`src/rtl/clp_pkg.sv`:
```
package clp_pkg;
    typedef enum logic [2:0] {
        ST_NOCTL = 3'd0,
        ST_HOLD1 = 3'd1,
        ST_HOLD2 = 3'd2,
        ST_GAP   = 3'd3,
        ST_READY = 3'd4
    } clp_state_e;
endpackage

```
`src/rtl/clp_busy_timer.sv`:
```
module clp_busy_timer #(
    parameter int BUSY_CYCLES = 22
) (
    input  logic clk,
    input  logic rst_n,
    output logic busy
);
    localparam int CW = $clog2(BUSY_CYCLES + 1);

    logic [CW-1:0] remain;

    always_ff @(posedge clk) begin
        if (!rst_n) begin
            remain <= CW'(BUSY_CYCLES);
        end else if (remain != '0) begin
            remain <= remain - 1'b1;
        end
    end

    assign busy = (remain != '0);
endmodule

```
`src/rtl/clp_byte_stager.sv`:
```
module clp_byte_stager #(
    parameter int ADDR_W = 7,
    parameter int DATA_W = 16
) (
    input  logic              clk,
    input  logic              rst_n,
    input  logic              byte_mode,
    input  logic              en,
    input  logic [ADDR_W:0]   addr,
    input  logic [DATA_W-1:0] wdata,
    output logic              commit,
    output logic [ADDR_W-1:0] idx,
    output logic [DATA_W-1:0] data
);
    localparam int HALF = DATA_W / 2;
    localparam int QTR  = DATA_W / 4;

    logic              nib_ok;
    logic              hi_sel;
    logic [ADDR_W-1:0] pair_idx;
    logic [HALF-1:0]   st_lo;
    logic [ADDR_W-1:0] st_idx;
    logic              st_v;

    assign nib_ok   = (wdata[DATA_W-1 -: QTR] == wdata[DATA_W-QTR-1 -: QTR]);
    assign hi_sel   = addr[0];
    assign pair_idx = addr[ADDR_W:1];

    always_comb begin
        if (byte_mode) begin
            commit = en && hi_sel && nib_ok && st_v && (st_idx == pair_idx);
            idx    = pair_idx;
            data   = {wdata[HALF-1:0], st_lo};
        end else begin
            commit = en;
            idx    = addr[ADDR_W-1:0];
            data   = wdata;
        end
    end

    always_ff @(posedge clk) begin
        if (!rst_n) begin
            st_lo  <= '0;
            st_idx <= '0;
            st_v   <= 1'b0;
        end else if (en && byte_mode) begin
            if (!hi_sel) begin
                if (nib_ok) begin
                    st_lo  <= wdata[HALF-1:0];
                    st_idx <= pair_idx;
                    st_v   <= 1'b1;
                end
            end else begin
                st_v <= 1'b0;
            end
        end
    end
endmodule

```
`src/rtl/clp_coef_ram.sv`:
```
module clp_coef_ram #(
    parameter int ADDR_W = 7,
    parameter int DATA_W = 16
) (
    input  logic              clk,
    input  logic              we,
    input  logic [ADDR_W-1:0] waddr,
    input  logic [DATA_W-1:0] wdata,
    input  logic [ADDR_W-1:0] raddr,
    output logic [DATA_W-1:0] rdata
);
    localparam int DEPTH = 1 << ADDR_W;

    logic [DATA_W-1:0] mem [DEPTH];

    always_ff @(posedge clk) begin
        if (we) begin
            mem[waddr] <= wdata;
        end
    end

    assign rdata = mem[raddr];
endmodule

```
`src/rtl/coef_load_port.sv`:
```
module coef_load_port #(
    parameter int ADDR_W      = 7,
    parameter int DATA_W      = 16,
    parameter int BUSY_CYCLES = 22
) (
    input  logic              clk,
    input  logic              rst_n,
    input  logic              cs_n,
    input  logic              we_n,
    input  logic              ctl_sel,
    input  logic              byte_mode,
    input  logic [ADDR_W:0]   addr,
    input  logic [DATA_W-1:0] wdata,
    input  logic [ADDR_W-1:0] peek_addr,
    output logic [DATA_W-1:0] peek_data,
    output logic              busy,
    output logic [DATA_W-1:0] ctrl_q,
    output logic              wr_done,
    output logic              order_err
);
    import clp_pkg::*;

    clp_state_e        state, state_nx;
    logic              ctl_valid;
    logic [DATA_W-1:0] ctl_shadow;
    logic              wr_strobe, coef_req, ctl_req;
    logic              coef_go, err_set, ctl_load, ctl_commit;
    logic              stg_commit;
    logic [ADDR_W-1:0] stg_idx;
    logic [DATA_W-1:0] stg_data;

    assign wr_strobe = !cs_n && !we_n;
    assign coef_req  = wr_strobe && !ctl_sel;
    assign ctl_req   = wr_strobe && ctl_sel;

    clp_busy_timer #(.BUSY_CYCLES(BUSY_CYCLES)) u_busy (
        .clk   (clk),
        .rst_n (rst_n),
        .busy  (busy)
    );

    // state register
    always_ff @(posedge clk) begin
        if (!rst_n) begin
            state <= ST_NOCTL;
        end else begin
            state <= state_nx;
        end
    end

    // next state and per-cycle controls
    always_comb begin
        state_nx   = state;
        coef_go    = 1'b0;
        err_set    = 1'b0;
        ctl_load   = 1'b0;
        ctl_commit = 1'b0;
        if (busy) begin
            err_set = coef_req;
        end else begin
            unique case (state)
                ST_NOCTL: begin
                    if (ctl_req) begin
                        state_nx = ST_HOLD1;
                        ctl_load = 1'b1;
                    end else begin
                        err_set = coef_req;
                    end
                end
                ST_HOLD1: begin
                    if (cs_n) state_nx = ctl_valid ? ST_READY : ST_NOCTL;
                    else      state_nx = ST_HOLD2;
                end
                ST_HOLD2: begin
                    if (cs_n) begin
                        state_nx = ctl_valid ? ST_READY : ST_NOCTL;
                    end else begin
                        state_nx   = ST_GAP;
                        ctl_commit = 1'b1;
                    end
                end
                ST_GAP: begin
                    if (ctl_req) begin
                        state_nx = ST_HOLD1;
                        ctl_load = 1'b1;
                    end else begin
                        state_nx = ST_READY;
                        err_set  = coef_req;
                    end
                end
                ST_READY: begin
                    if (ctl_req) begin
                        state_nx = ST_HOLD1;
                        ctl_load = 1'b1;
                    end else begin
                        coef_go = coef_req;
                    end
                end
                default: state_nx = ST_NOCTL;
            endcase
        end
    end

    always_ff @(posedge clk) begin
        if (!rst_n) begin
            ctl_valid  <= 1'b0;
            ctl_shadow <= '0;
            ctrl_q     <= '0;
            order_err  <= 1'b0;
            wr_done    <= 1'b0;
        end else begin
            if (ctl_load)   ctl_shadow <= wdata;
            if (ctl_commit) begin
                ctrl_q    <= ctl_shadow;
                ctl_valid <= 1'b1;
            end
            if (err_set)    order_err <= 1'b1;
            wr_done <= stg_commit;
        end
    end

    clp_byte_stager #(.ADDR_W(ADDR_W), .DATA_W(DATA_W)) u_stage (
        .clk       (clk),
        .rst_n     (rst_n),
        .byte_mode (byte_mode),
        .en        (coef_go),
        .addr      (addr),
        .wdata     (wdata),
        .commit    (stg_commit),
        .idx       (stg_idx),
        .data      (stg_data)
    );

    clp_coef_ram #(.ADDR_W(ADDR_W), .DATA_W(DATA_W)) u_ram (
        .clk   (clk),
        .we    (stg_commit),
        .waddr (stg_idx),
        .wdata (stg_data),
        .raddr (peek_addr),
        .rdata (peek_data)
    );
endmodule

```
`config.mk`:
```
export PLATFORM = sky130hd
export DESIGN_NAME = coef_load_port
export DESIGN_NICKNAME = d
export VERILOG_FILES = /design/src/rtl/clp_pkg.sv /design/src/rtl/clp_busy_timer.sv /design/src/rtl/clp_byte_stager.sv /design/src/rtl/clp_coef_ram.sv /design/src/rtl/coef_load_port.sv
export SDC_FILE = /design/constraint.sdc
export NUM_CORES = 2
export LEC_CHECK = 0
export ABC_CLOCK_PERIOD_IN_PS = 6600
export BUFFER_PORTS_ARGS = -buffer_cell sky130_fd_sc_hd__buf_2
export CAP_MARGIN = 5
export CORE_MARGIN = 2
export CORE_UTILIZATION = 56
export DETAILED_ROUTE_END_ITERATION = 6
export PLACE_DENSITY = 0.72
export REMOVE_ABC_BUFFERS = 1
export SYNTH_ARGS = -nofsm -noshare
export SYNTH_HDL_FRONTEND = slang
export SYNTH_SLANG_ARGS = --single-unit
```
`constraint.sdc`:
```
create_clock -name clk -period 6.6 [get_ports clk]
set_input_delay 0.99 -clock clk [delete_from_list [all_inputs] [get_ports clk]]
set_output_delay 0.99 -clock clk [all_outputs]
set_load 0.05 [all_outputs]
```
==> reports/qor.log <==
qor: worst_setup_path.reg2reg_from u_busy.remain[0]
qor: detailed_routing.drc_errors 0
qor: sta.achievable-frequency 0.187 GHz
qor: hold_path.min-delay-path-class primary input to flip-flop
qor: placement.gp_congestion 0.811
qor: sta.max_clock_skew 30.0 ps
qor: floorplan.floorplan.io_pins 72
qor: sta.max_slew_headroom 12.2%
qor: worst_setup_path.timing.critical_path.arrival 4350 ps
qor: floorplan.die_height 385 um
qor: placement.dp.final_hpwl 114 mm
qor: synthesis.synth.yosys.warnings 0
qor: synthesis.yosys_register_bits 2107
qor: clocking.numCtsBuffers 204
qor: worst_setup_path.reg2reg_setup_slack 2430 ps
qor: synthesis.post-synth-top-count-cell sky130_fd_sc_hd__edfxtp_1
qor: synthesis.synth.cell_area 81200 um^2
qor: synthesis.synth_top_area_share 75.8%
qor: status.run_status completed
qor: detailed_routing.route.vias.total 38500
qor: worst_setup_path.cp.required 5610 ps
qor: clocking.ctsHtreeMaxLevel 4
qor: job.drv_cap 0
qor: clocking.hold_buffers 0
qor: worst_setup_path.timing_worst_setup_path_type primary input to primary output
qor: sta.finalCriticalPeriod 5340 ps
qor: worst_setup_path.critPathMaxStageDelay 570 ps
qor: worst_setup_path.cp-start-kind primary input
qor: synthesis.post_synthesis_area_per_instance 23.9 um^2
qor: synthesis.synth-seq-area-share 77.2%
qor: worst_setup_path.critical_path.endpoint_type primary output
qor: clocking.clock_insertion_delay_worst_skew 840 ps
qor: global_routing.grt_max_degree 94
qor: placement.place_area 85400 um^2
qor: clocking.post_cts_resize_count 0
qor: synthesis.post_synth_inst_count 3395
qor: synthesis.ys_top_cells_by_count 2048 x sky130_fd_sc_hd__edfxtp_1, 672 x sky130_fd_sc_hd__mux4_2, 147 x sky130_fd_sc_hd__nor2_1
qor: clocking.ctsLongestPathBuffers 3
qor: clocking.clkSlewWorstSetupHoldPaths 60 ps
qor: synthesis.number_of_flops_mapped_to_enable_cells_by_yosys 2048
qor: layout.finish.instance_area 91900 um^2
qor: layout.nets 3723
qor: sta.report.final.hold_viol_count 0
qor: worst_setup_path.worstPathBufferInverterCount 4
qor: detailed_routing.routed_via_density 6.68
qor: hold_path.hold_start rst_n
qor: floorplan.dieWidth 385 um
qor: detailed_routing.dr.first_iter.drc_count 5735
qor: detailed_routing.wl_per_cell 34.2 um
qor: synthesis.synth_top_cells_by_area sky130_fd_sc_hd__edfxtp_1 76%, sky130_fd_sc_hd__mux4_2 19%, sky130_fd_sc_hd__dfxtp_1 1.5%
qor: sta.rsz0062_at_grt false
qor: worst_setup_path.path_cells buf_8, buf_12, buf_4, mux4_2, mux4_2, mux4_2, mux2_2, buf_2
qor: global_routing.total_gr_overflow 0
qor: worst_setup_path.cp-startpoint peek_addr[0]
qor: layout.fillers 9045
qor: sta.finalMaxSlewViolations 0
qor: sta.max_slew.worst_pin.slew 1310 ps
qor: sta.setup_viol 0
qor: floorplan.initial_utilization 56.4%
qor: detailed_routing.antenna_violating_nets_post_route 0
qor: sta.fin_crit_sh 80.9%
qor: synthesis.synth-main-ff-cell sky130_fd_sc_hd__edfxtp_1
qor: pwr.power-per-cell-area 300 nW/um^2
qor: global_routing.all_layer_gr_usage 27.2%
qor: worst_setup_path.critPathMaxFanout 33
qor: detailed_routing.dr.pass1.iters 7
qor: worst_setup_path.slowest_cell_on_the_critical_path sky130_fd_sc_hd__buf_4
qor: global_routing.wire_length_of_the_first_global_routing_pass 282 mm
qor: layout.syn2layout_area_growth 13.2%
qor: synthesis.asyncSetResetFlopFracSynth 0%
qor: floorplan.placementRows 139
qor: layout.drive_gt1_share 34.7%
qor: synthesis.ys_types 51
qor: global_routing.grt_antenna_before_repair 22
qor: clocking.post-cts-setup-buffer-count 0
qor: clocking.tritoncts_clock_tree built
qor: floorplan.die_area 148000 um^2
qor: clocking.root_buffer sky130_fd_sc_hd__clkbuf_16
qor: pwr.leakagePower 28.8 nW
qor: sta.finalSetupTns 0 ps
qor: synthesis.synth_top_area_cell sky130_fd_sc_hd__edfxtp_1
qor: worst_setup_path.critical_path.most_common_cell sky130_fd_sc_hd__mux4_2
qor: placement.port_buffers 71
qor: detailed_routing.totalWireLength 197 mm
qor: global_routing.via_count_of_the_first_global_routing_pass 38400
qor: floorplan.core_region_area 144000 um^2
qor: clocking.clock_sink_count 2107
qor: worst_setup_path.worst_path_dominant_cell_family multiplexers
qor: pwr.power.ir.vdd_worst 0.232 mV
## routing by layer
metal | vias to the layer above | wire, um | global-route usage [%]
li1 | 15200 | - | -
met1 | 20800 | 75800 | 40.1
met2 | 2332 | 94900 | 41.8
met3 | 286 | 22100 | 6.11
met4 | 0 | 4690 | 7.78
met5 | - | 0 | 0
## cells in the final DEF, fill, tap and decap left out, drive strengths merged, types with 2 or more instances in the layout
cell type and count:
a21o 2, a21oi 11, a32oi 2, buf 275, bufinv 17, clkbuf 246
clkinv 98, clkinvlp 10, dfxtp 59, diode 10, edfxtp 2048, ha 2
inv 15, mux2 32, mux2i 48, mux4 672, nand2 32, nand2b 7
nand3 3, nand4 3, nor2 147, nor2b 7, nor3 62, nor3b 3
nor4 2, nor4b 2, o2111ai 3, o211ai 2, o21ai 10, o22ai 2
o31ai 2, o32ai 2, or3 3, or4 2, xnor2 11, xor2 3
## sequential cells by signal (all words and copies together), names as in the netlist
| register | flops |
|---|---|
| u_ram.mem | 2048 |
| ctl_shadow | 16 |
| ctrl_q | 16 |
| u_stage.st_lo | 8 |
| u_stage.st_idx | 7 |
| u_busy.remain | 5 |
| state | 3 |
| ctl_valid | 1 |
| order_err | 1 |
| u_stage.st_v | 1 |
| wr_done | 1 |
## stage by stage
stage	instances	hold slack, ps	setup slack (ps)	utilization (%)	power (mW)
final	5770	359	1260	63.9	27.6
after global routing	5767	351	1140	63.9	28.3
after CTS	5760	299	1210	63.9	27.7
after detailed placement	5381	464	1220	59.4	16.5
after global placement	5381	458	1220	59.4	16.5
after floorplan	3203	454	1970	-	15.7
## area by class of cell
cell class / count / area [um^2] / share of cell area (%)
Multi-Input combinational cell: 1089 / 18100 / 19.7
Antenna cell: 10 / 25.0 / 0.0272
Tap cell: 1903 / 2380 / 2.59
Clock inverter: 133 / 1190 / 1.30
Sequential cell: 2107 / 62700 / 68.2
Clock buffer: 246 / 5350 / 5.82
Inverter: 7 / 26.3 / 0.0286
Timing Repair Buffer: 275 / 2150 / 2.34
## worst reg2reg max path, delay by kind of cell (launching register included)
kind | cells | cell delay [ps]
adder cells (fa/ha/maj) | 1 | 200
buffers and inverters | 3 | 820
flip-flops | 1 | 310
AND/OR/NAND/NOR | 4 | 2430
## where the power goes
group | internal, mW | switching (mW)
Sequential | 14.7 | 0.00293
Combinational | 0.542 | 0.950
Clock | 6.44 | 4.94
Total | 21.7 | 5.89
## cell families (layout without fill, tap and decap cells)
logic type      count (synthesis)  after routing  synth area share, %
flops                        2107           2107                 77.2
fa+ha+maj                       2              2               0.0308
compound gates                 43             43                0.347
simple gates                  278            278                 1.55
mux                           752            752                 19.7
buf+inv                       199            661                 1.03
other cells                     0             10                    0
xor+xnor                       14             14                0.151
## worst paths after layout
| kind | to | depth (start not counted) |
|---|---|---|
| min reg2reg | ctrl_q[3] | 2 |
| max | peek_data[1] | 8 |
| min | u_busy.remain[1] | 2 |
| max reg2reg | u_ram.mem[51][1] | 8 |
No activity file was read; power rests on OpenSTA's default activity.
